## src/rtl/simd_cp_pkg.sv

```systemverilog
package simd_cp_pkg;

  typedef enum logic [1:0] {
    REL_EQ   = 2'd0,
    REL_LT   = 2'd1,
    REL_LE   = 2'd2,
    REL_NONE = 2'd3
  } rel_e;

  typedef enum logic [3:0] {
    K_FLAG_B,
    K_RES_B,
    K_BOTH_B,
    K_FLAG_H,
    K_PICK_B,
    K_PICK_H,
    K_PACK,
    K_ILLEGAL
  } kind_e;

  function automatic kind_e decode_kind(input logic [4:0] code);
    kind_e k;
    case (code)
      5'h00, 5'h01, 5'h02: k = K_FLAG_B;
      5'h04, 5'h05, 5'h06: k = K_RES_B;
      5'h18, 5'h19, 5'h1A: k = K_BOTH_B;
      5'h08, 5'h09, 5'h0A: k = K_FLAG_H;
      5'h03:               k = K_PICK_B;
      5'h0B:               k = K_PICK_H;
      5'h0E:               k = K_PACK;
      default:             k = K_ILLEGAL;
    endcase
    return k;
  endfunction

endpackage

```

## src/rtl/sp_reset_sync.sv

```systemverilog
module sp_reset_sync (
  input  logic clk,
  input  logic rst_n,
  output logic rst_n_sync
);
  logic [1:0] sync_q;

  always_ff @(posedge clk or negedge rst_n) begin
    if (!rst_n) sync_q <= 2'b00;
    else        sync_q <= {sync_q[0], 1'b1};
  end

  assign rst_n_sync = sync_q[1];
endmodule

```

## src/rtl/sp_lane_compare.sv

```systemverilog
module sp_lane_compare #(
  parameter int LANE_W     = 8,
  parameter int LANES      = 4,
  parameter bit SIGNED_CMP = 1'b0
) (
  input  logic [LANE_W*LANES-1:0] a,
  input  logic [LANE_W*LANES-1:0] b,
  input  simd_cp_pkg::rel_e       rel,
  output logic [LANES-1:0]        mask
);
  import simd_cp_pkg::*;

  for (genvar g = 0; g < LANES; g++) begin : g_lane
    logic [LANE_W-1:0] la, lb;
    logic              is_eq, is_lt;

    assign la    = a[g*LANE_W +: LANE_W];
    assign lb    = b[g*LANE_W +: LANE_W];
    assign is_eq = (la == lb);

    if (SIGNED_CMP) begin : g_signed
      assign is_lt = ($signed(la) < $signed(lb));
    end else begin : g_unsigned
      assign is_lt = (la < lb);
    end

    always_comb begin
      case (rel)
        REL_EQ:  mask[g] = is_eq;
        REL_LT:  mask[g] = is_lt;
        REL_LE:  mask[g] = is_lt | is_eq;
        default: mask[g] = 1'b0;
      endcase
    end
  end
endmodule

```

## src/rtl/sp_cond_field.sv

```systemverilog
module sp_cond_field #(
  parameter int FIELD_W = 4
) (
  input  logic               clk,
  input  logic               rst_n,
  input  logic [FIELD_W-1:0] wr_bits,
  input  logic [FIELD_W-1:0] din,
  output logic [FIELD_W-1:0] field
);
  logic [FIELD_W-1:0] field_q, field_nxt;

  always_comb begin
    for (int i = 0; i < FIELD_W; i++) begin
      field_nxt[i] = wr_bits[i] ? din[i] : field_q[i];
    end
  end

  always_ff @(posedge clk or negedge rst_n) begin
    if (!rst_n)            field_q <= '0;
    else if (|wr_bits)     field_q <= field_nxt;
  end

  assign field = field_q;

  // a cycle with no write enable leaves every field bit intact
  assert_field_hold_R9: assert property (@(posedge clk) disable iff (!rst_n)
    (wr_bits == '0) |=> $stable(field_q));

  // bits without a write enable keep their value during a partial write
  assert_partial_keep_R5: assert property (@(posedge clk) disable iff (!rst_n)
    (wr_bits != '0) |=> ((field_q & ~$past(wr_bits)) == ($past(field_q) & ~$past(wr_bits))));
endmodule

```

## src/rtl/sp_pick_pack.sv

```systemverilog
module sp_pick_pack #(
  parameter int DATA_W  = 32,
  parameter int BYTE_W  = 8,
  parameter int HALF_W  = 16,
  parameter int FIELD_W = 4
) (
  input  logic [DATA_W-1:0]  a,
  input  logic [DATA_W-1:0]  b,
  input  logic [FIELD_W-1:0] field,
  output logic [DATA_W-1:0]  pick_bytes,
  output logic [DATA_W-1:0]  pick_halves,
  output logic [DATA_W-1:0]  packed_word
);
  localparam int BYTE_LANES = DATA_W / BYTE_W;
  localparam int HALF_LANES = DATA_W / HALF_W;

  for (genvar g = 0; g < BYTE_LANES; g++) begin : g_pb
    assign pick_bytes[g*BYTE_W +: BYTE_W] =
      field[g] ? a[g*BYTE_W +: BYTE_W] : b[g*BYTE_W +: BYTE_W];
  end

  for (genvar g = 0; g < HALF_LANES; g++) begin : g_ph
    assign pick_halves[g*HALF_W +: HALF_W] =
      field[g] ? a[g*HALF_W +: HALF_W] : b[g*HALF_W +: HALF_W];
  end

  assign packed_word = {a[HALF_W-1:0], b[DATA_W-1 -: HALF_W]};
endmodule

```

## src/rtl/simd_cmp_pick_unit.sv

```systemverilog
module simd_cmp_pick_unit #(
  parameter int DATA_W = 32,
  parameter int BYTE_W = 8,
  parameter int HALF_W = 16
) (
  input  logic              clk,
  input  logic              rst_n,
  input  logic              req_valid,
  input  logic [4:0]        sub_op,
  input  logic              dst_zero,
  input  logic [DATA_W-1:0] opnd_a,
  input  logic [DATA_W-1:0] opnd_b,
  output logic [DATA_W-1:0] result,
  output logic              wr_en,
  output logic              illegal_op
);
  import simd_cp_pkg::*;

  localparam int BYTE_LANES = DATA_W / BYTE_W;
  localparam int HALF_LANES = DATA_W / HALF_W;
  localparam int FIELD_W    = BYTE_LANES;

  logic rst_ns;
  sp_reset_sync u_rsync (.clk(clk), .rst_n(rst_n), .rst_n_sync(rst_ns));

  // ---- decode ----
  kind_e kind;
  rel_e  rel;
  logic  writes_dest, accept, is_illegal;

  always_comb begin
    kind        = decode_kind(sub_op);
    rel         = rel_e'(sub_op[1:0]);
    is_illegal  = (kind == K_ILLEGAL);
    writes_dest = (kind == K_RES_B) || (kind == K_BOTH_B) || (kind == K_PICK_B) ||
                  (kind == K_PICK_H) || (kind == K_PACK);
    accept      = req_valid && !is_illegal && !(writes_dest && dst_zero);
  end

  // ---- lane compares ----
  logic [BYTE_LANES-1:0] byte_mask;
  logic [HALF_LANES-1:0] half_mask;

  sp_lane_compare #(.LANE_W(BYTE_W), .LANES(BYTE_LANES), .SIGNED_CMP(1'b0)) u_cmp_b (
    .a(opnd_a), .b(opnd_b), .rel(rel), .mask(byte_mask));

  sp_lane_compare #(.LANE_W(HALF_W), .LANES(HALF_LANES), .SIGNED_CMP(1'b1)) u_cmp_h (
    .a(opnd_a), .b(opnd_b), .rel(rel), .mask(half_mask));

  // ---- condition field ----
  logic [FIELD_W-1:0] field, fld_wr, fld_din;

  always_comb begin
    fld_wr  = '0;
    fld_din = FIELD_W'(byte_mask);
    if (accept) begin
      case (kind)
        K_FLAG_B, K_BOTH_B: fld_wr = '1;
        K_FLAG_H: begin
          fld_wr  = FIELD_W'({HALF_LANES{1'b1}});
          fld_din = FIELD_W'(half_mask);
        end
        default: fld_wr = '0;
      endcase
    end
  end

  sp_cond_field #(.FIELD_W(FIELD_W)) u_field (
    .clk(clk), .rst_n(rst_ns), .wr_bits(fld_wr), .din(fld_din), .field(field));

  // ---- select / pack ----
  logic [DATA_W-1:0] pick_b, pick_h, pack_w;

  sp_pick_pack #(.DATA_W(DATA_W), .BYTE_W(BYTE_W), .HALF_W(HALF_W), .FIELD_W(FIELD_W)) u_pp (
    .a(opnd_a), .b(opnd_b), .field(field),
    .pick_bytes(pick_b), .pick_halves(pick_h), .packed_word(pack_w));

  // ---- output next state ----
  logic [DATA_W-1:0] result_nxt;
  logic              res_en, wr_nxt, ill_nxt;

  always_comb begin
    case (kind)
      K_RES_B, K_BOTH_B: result_nxt = DATA_W'(byte_mask);
      K_PICK_B:          result_nxt = pick_b;
      K_PICK_H:          result_nxt = pick_h;
      K_PACK:            result_nxt = pack_w;
      default:           result_nxt = '0;
    endcase
    res_en  = accept && writes_dest;
    wr_nxt  = res_en;
    ill_nxt = req_valid && is_illegal;
  end

  // ---- output registers ----
  logic [DATA_W-1:0] result_q;
  logic              wr_q, ill_q;

  always_ff @(posedge clk or negedge rst_ns) begin
    if (!rst_ns) begin
      result_q <= '0;
      wr_q     <= 1'b0;
      ill_q    <= 1'b0;
    end else begin
      if (res_en) result_q <= result_nxt;
      wr_q  <= wr_nxt;
      ill_q <= ill_nxt;
    end
  end

  assign result     = result_q;
  assign wr_en      = wr_q;
  assign illegal_op = ill_q;

  // a write strobe only follows a request
  assert_wr_follows_req_R11: assert property (@(posedge clk) disable iff (!rst_ns)
    wr_en |-> $past(req_valid));

  // zero-register destination suppresses the write
  assert_dst_zero_no_write_R9: assert property (@(posedge clk) disable iff (!rst_ns)
    (req_valid && dst_zero && writes_dest) |=> !wr_en);

  // illegal flag and write strobe never together, and no result change
  assert_illegal_excl_R10: assert property (@(posedge clk) disable iff (!rst_ns)
    illegal_op |-> (!wr_en && $stable(result)));

  // without a write strobe the result word holds
  assert_result_hold_R11: assert property (@(posedge clk) disable iff (!rst_ns)
    !wr_en |-> $stable(result));
endmodule

```

## config.mk

```make
export PLATFORM = sky130hd
export DESIGN_NAME = simd_cmp_pick_unit
export DESIGN_NICKNAME = d
export VERILOG_FILES = /design/src/rtl/simd_cp_pkg.sv /design/src/rtl/sp_reset_sync.sv /design/src/rtl/sp_lane_compare.sv /design/src/rtl/sp_cond_field.sv /design/src/rtl/sp_pick_pack.sv /design/src/rtl/simd_cmp_pick_unit.sv
export SDC_FILE = /design/constraint.sdc
export NUM_CORES = 1
export LEC_CHECK = 0
export BUFFER_PORTS_ARGS = -buffer_cell sky130_fd_sc_hd__buf_4
export CELL_PAD_IN_SITES_DETAIL_PLACEMENT = 0
export CELL_PAD_IN_SITES_GLOBAL_PLACEMENT = 1
export CORE_MARGIN = 3
export CORE_UTILIZATION = 44
export CTS_BUF_LIST = sky130_fd_sc_hd__clkbuf_2
export DETAILED_ROUTE_END_ITERATION = 6
export PLACE_DENSITY_LB_ADDON = 0.2
export SETUP_SLACK_MARGIN = 0.3
export SKIP_LAST_GASP = 1
export SYNTH_ARGS = -nofsm -noshare
export SYNTH_HDL_FRONTEND = slang
export SYNTH_HIERARCHICAL = 1
export SYNTH_SLANG_ARGS = --single-unit
```

## constraint.sdc

```tcl
create_clock -name clk -period 1.4 [get_ports clk]
set_clock_uncertainty 0.05 [all_clocks]
set_input_delay 0.14 -clock clk [delete_from_list [all_inputs] [get_ports clk]]
set_output_delay 0.14 -clock clk [all_outputs]
set_load 0.01 [all_outputs]
```

Word-level counts from Yosys, hierarchy flattened --
Memory sizes are Yosys's and may differ from the RTL's. Index checks and enable logic that the tools add are counted.
Operators by class: $add $sub $neg 0, multipliers 0, div/mod/pow operators 0, $lt $le $gt $ge 6, eq/ne operators 15, shift-type cells 0, multiplexer cells 17, bitwise logic cells 6, reduce and logical (&&, ||, !) cells 20
Operators with widths (number):
- case mux 32 bit (4 select lines) | 1
- == test 16 bit | 2
- == test 8 bit | 4
- < comparator 16 bit | 2
- < comparator 8 bit | 4
- 2-to-1 mux 16 bit | 2
- 2-to-1 mux 8 bit | 4
- case mux 1 bit (3 select lines) | 6
- == test 4 x 3 -> 1 bit (second input constant) | 4
- 2-to-1 mux 4 bit | 3
- == test 4 x 2 -> 1 bit (second input constant) | 2
- case mux 4 bit (2 select lines) | 1
- AND reduction 2 bit | 4
- OR 1 bit | 6
- logical AND 1 bit | 5
- == test 4 x 1 -> 1 bit (second input constant) | 1
- zero test 4 bit | 1
- logical OR 1 bit | 4
- OR reduction 2 bit | 2
- OR reduction 4 bit | 1
- == test 2 x 1 -> 1 bit (second input constant) | 1
- == test 2 bit (second input constant) | 1
- zero test 1 bit | 2
- zero test 2 bit | 1
Storage, ports and cells: flip-flop bits (word level) 40, latch bits 0, bits in writable memories 0, ROM bits 96, output and inout bits 34, logic and storage cells 73, memories kept 1
Memories:
- (no name shown) | words 32, bits a word 3, read ports 1, clocked after Yosys merged registers in 0, write ports 0, RTL line simd_cp_pkg.sv:23 | case (code)

Depth between registers and ports, before layout --
An unclocked memory read counts as a cell.
depth in word-level cells 12, gate-level depth with buffers 9, depth with buffers taken out 9

By module --
Netlist, hierarchy kept.
Modules (own cells, without submodules):
- simd_cmp_pick_unit | times used 1, cells each 183, area each 2033.2 um^2, sequential area each 850.8 um^2
- sp_pick_pack | times used 1, cells each 103, area each 1136.1 um^2, sequential area each 0.0 um^2
- sp_lane_compare at u_cmp_h | times used 1, cells each 123, area each 893.4 um^2, sequential area each 0.0 um^2
- sp_lane_compare at u_cmp_b | times used 1, cells each 111, area each 815.8 um^2, sequential area each 0.0 um^2
- sp_cond_field | times used 1, cells each 8, area each 160.2 um^2, sequential area each 100.1 um^2
- sp_reset_sync | times used 1, cells each 3, area each 53.8 um^2, sequential area each 50.0 um^2

Worst setup path after synthesis --
Ideal clock, no wire load.
path kind in2reg, start point in opnd_b[29], end point reg u_field.field_q[1] (netlist: u_field/field[1]), library setup time 125 ps, arrival 1797 ps, setup slack -572 ps, stages 9, path buffers 0, cell sequence inv_1 > ha_1 > nand4_1 > nor3_1 > a21boi_0 > or4b_1 > a31oi_1 > mux2_2 > mux2_4
Between the ends: cells in the longest elaborated chain, start to end 5, elaborated cells between the ends (all ways) 6, those cells by class 1 x order compare; 1 x eq/ne; 3 x mux; 1 x bitwise
Ends and longest elaborated chain:
- from (decl) | RTL line simd_cmp_pick_unit.sv:12 | input logic [DATA_W-1:0] opnd_b,
- < comparator 16 bit or == test 16 bit (tied branches) | RTL line sp_lane_compare.sv:22, sp_lane_compare.sv:19
- OR 1 bit | RTL line sp_lane_compare.sv:31 | REL_LE: mask[g] = is_lt | is_eq;
- case mux 1 bit (3 select lines) * | RTL line sp_lane_compare.sv:28 | case (rel)
- named net half_mask[1] | RTL line simd_cmp_pick_unit.sv:42 | logic [HALF_LANES-1:0] half_mask;
- 2-to-1 mux 4 bit * | RTL line simd_cmp_pick_unit.sv:57 | case (kind)
- 2-to-1 mux 4 bit * | RTL line simd_cmp_pick_unit.sv:56 | if (accept) begin
- named net fld_din[1] | RTL line simd_cmp_pick_unit.sv:51 | logic [FIELD_W-1:0] field, fld_wr, fld_din;
- to (signal assigned) | RTL line sp_cond_field.sv:20 | else if (|wr_bits) field_q <= field_nxt;
- to (decl) | RTL line sp_cond_field.sv:10 | logic [FIELD_W-1:0] field_q, field_nxt;
Mark *: on every way through the listed nets, which the timed path passes. The rest lies on a longest branch. A chain may end at the register's enable or synchronous reset.

Worst setup path after layout --
start point reg u_field.field_q[1] (netlist: u_field/field[1]), end point reg result_q[20] (netlist: result[20])
Between the ends: cells in the longest elaborated chain, start to end 2
Ends and longest elaborated chain:
- 2-to-1 mux 16 bit | RTL line sp_pick_pack.sv:24 | field[g] ? a[g*HALF_W +: HALF_W] : b[g*HALF_W +: HALF_W];
- named net pick_h[20] | RTL line simd_cmp_pick_unit.sv:72 | logic [DATA_W-1:0] pick_b, pick_h, pack_w;
- case mux 32 bit (4 select lines) | RTL line simd_cmp_pick_unit.sv:83 | case (kind)
- to (signal assigned) | RTL line simd_cmp_pick_unit.sv:105 | if (res_en) result_q <= result_nxt;
- to (decl) | RTL line simd_cmp_pick_unit.sv:96 | logic [DATA_W-1:0] result_q;
The timed path passes the listed nets, and every way through them passes these cells.

==> results.json <==
{
  "status": "complete, but fails checks",
  "violations": "DRC, setup timing",
  "overflow": 0,
  "cts_tree": "yes",
  "hold_viol_final": 0,
  "period_needed_ns": 1.80,
  "power_uw": 5070,
  "setup_slack_ns": -0.402,
  "via_per_inst": 5.55,
  "netlist_area_mm2": 0.00509,
  "fin_nets": 872,
  "crit_slowest_cell": "dfrtp_2",
  "initial_core_util_pct": 46.0,
  "drv_cap": 0,
  "hold_class": "in -> reg",
  "crit_path_max_incr_delay_ns": 0.56,
  "synthTopCellsByCount": "inv_1, ha_1, buf_4, dfrtp_1, mux2_4",
  "n_fill_cell": 811,
  "startpoint_type": "register",
  "utilization_pct": 69.4,
  "clk_path_buf_depth": 2,
  "grt_pass1_vias": 4948,
  "yosysMostFrequentCell": "inv_1",
  "worst_skew_pair.late_latency_ns": 0.46,
  "via_count": 4861,
  "path_buf_inv": 2,
  "grt_max_degree": 39,
  "crit_arrival_ns": 2.08,
  "synth_area_leader_cell": "dfrtp_1",
  "grt_antenna_before_repair": 0,
  "grtUsageTotal_pct": 24.3,
  "ys_types": 50,
  "gp_congestion": 0.931,
  "wire_per_inst_um": 18.3,
  "grt_first_pass_wirelength_mm": 24.9,
  "cts_max_level": 2,
  "synth_edf_count": 0,
  "hpwlAfterDp_mm": 12.5,
  "tightest_slew_ns": 0.680,
  "relSlewSlack_pct": 54.5,
  "die_y_um": 114,
  "startpoint": "u_field/field[1]",
  "r2r_cells": 5,
  "crit_family": "flip-flops",
  "setup_tns_ns": -10.02,
  "first_pass_iters": 7,
  "ys.warnings.count": 6,
  "synth_top_flop_cell": "dfrtp_1",
  "diodes": 0,
  "fmax_mhz": 555,
  "worstPathCellList": "buf_8, buf_4, mux2_4, a222oi_1, mux2i_1",
  "ir_drop_mv": 0.399,
  "setup_viol": 34,
  "p_leak_uw": 0.00369,
  "end_kind": "register",
  "drt_iter0_markers": 537,
  "synth_top_cell_area_share_pct": 19.7,
  "die_area_mm2": 0.0129,
  "drc_errors": 3,
  "yosysSeqAreaShare_pct": 19.7,
  "power.density_mw_per_mm2": 659,
  "cts-root-buf": "clkbuf_2",
  "rsz0062_at_grt": "true",
  "ys_ff_latch": 40,
  "r2r-start": "u_field/field[1]",
  "routed_wl_mm": 16.0,
  "worstHoldStart": "opnd_b[23]",
  "slew_violations": 0,
  "critPathMaxFanout": 8,
  "area_growth_syn_to_layout_pct": 51.1,
  "criticalPathCategory": "reg -> reg",
  "hold_depth": 3,
  "fp-row-count": 38,
  "synth_area_leaders": "dfrtp_1, ha_1, mux2_4",
  "cts_buffers": 5,
  "ant_nets": 0,
  "finalCritPeriodShare_pct": 129,
  "io_buffers": 106,
  "cp.depth": 5,
  "syn_inst": 531,
  "drive_above_1_share_pct": 54.3,
  "fp.dieW_um": 114,
  "clk_pin_slew_ns": 0.25,
  "cts.sinks": 40,
  "async_reset_ff_share_pct": 100,
  "avgSynthCellArea_um2": 9.59,
  "worstPathRequired_ns": 1.68,
  "ios": 107,
  "syn_nets": 668,
  "fp.coreArea_mm2": 0.0111
}
worst register-to-register path, stage by stage (launching register included):
cell	delay [ns]
dfrtp_2	0.56
buf_8	0.19
buf_4	0.14
mux2_4	0.29
a222oi_1	0.33
mux2i_1	0.13
where the power goes:
| part | switching [uW] | internal (uW) |
|---|---|---|
| Combinational | 1180 | 1830 |
| Sequential | 187 | 1300 |
| Clock | 437 | 136 |
placed cells by master (no fill, tap or decap), types with 7 or more instances in the layout:
| cell | count |
|---|---|
| buf_4 | 173 |
| inv_1 | 75 |
| buf_6 | 58 |
| mux2_4 | 39 |
| ha_1 | 37 |
| dfrtp_1 | 36 |
| a222oi_1 | 32 |
| mux2i_1 | 32 |
| ha_4 | 27 |
| mux2_2 | 24 |
| a21oi_1 | 20 |
| nand4_1 | 17 |
| nand2_1 | 13 |
| buf_12 | 13 |
| inv_2 | 12 |
| a21o_1 | 12 |
| nor2_1 | 11 |
| buf_8 | 10 |
| inv_4 | 10 |
| o211ai_1 | 9 |
| nor2b_1 | 7 |
| clkbuf_2 | 7 |
registers in the layout, indices dropped and copies added, names as in the netlist:
| signal | cells |
|---|---|
| result | 32 |
| u_field/field | 4 |
| u_rsync/sync_q | 2 |
| illegal_op | 1 |
| wr_en | 1 |
stage by stage:
step,hold WS [ns],worst slack (ns),area [um2],instances
2_1_floorplan,-0.206,-0.375,5420,531
3_3_place_gp,-0.128,-0.683,6860,830
3_5_place_dp,-0.125,-0.756,6860,830
4_1_cts,0.0111,-0.345,7440,863
5_1_grt,0.0674,-0.477,7690,876
6_report,0.0191,-0.402,7690,876
logic make-up (layout without fill, tap and decap cells):
group / Yosys count / count (layout) / synth area share [%]
AO/OA/AOI/OAI: 98 / 98 / 15.4
XOR/XNOR: 2 / 2 / 0.492
adder cells (fa/ha/maj): 64 / 64 / 15.7
buffers and inverters: 160 / 365 / 17.5
flip-flops: 40 / 40 / 19.7
multiplexers: 95 / 95 / 22.8
other: 1 / 1 / 0.0736
AND/OR/NAND/NOR: 71 / 71 / 8.35
layer usage:
metal	global-route usage, %	routed length (um)	vias up
met5	0	0	-
met4	7.69	446	0
met3	3.02	1120	32
met2	40.1	7640	181
met1	33.1	6790	2350
li1	-	-	2298
cell type report:
type	count	area [um2]	share of cell area (%)
sequential	40	1010	13.1
timing repair buffer	258	2420	31.4
tap	140	175	2.28
inverter	99	422	5.48
clock buffer	7	35.0	0.455
clock inverter	1	5.00	0.0651
multi-input combinational	331	3630	47.2
worst paths after layout:
kind                                     endpoint  slack (ns)
worst max-delay path                   result[20]       -0.40
worst min register to register         result[28]        0.20
min in group asynchronous              result[28]        0.20
worst min-delay path                    result[7]        0.02
worst max register to register         result[20]       -0.40
max in group asynchronous       u_rsync/sync_q[1]        0.72
what timing repair did:
action	4_1_cts	5_1_grt
setup buffers	22	12
gates resized for setup	86	30
hold buffers	3	0
pin swaps	30	31
hold endpoints to repair	3	0
setup endpoints to repair	70	70
gates cloned	0	1
Note: power is estimated with default switching activity, not from simulation.
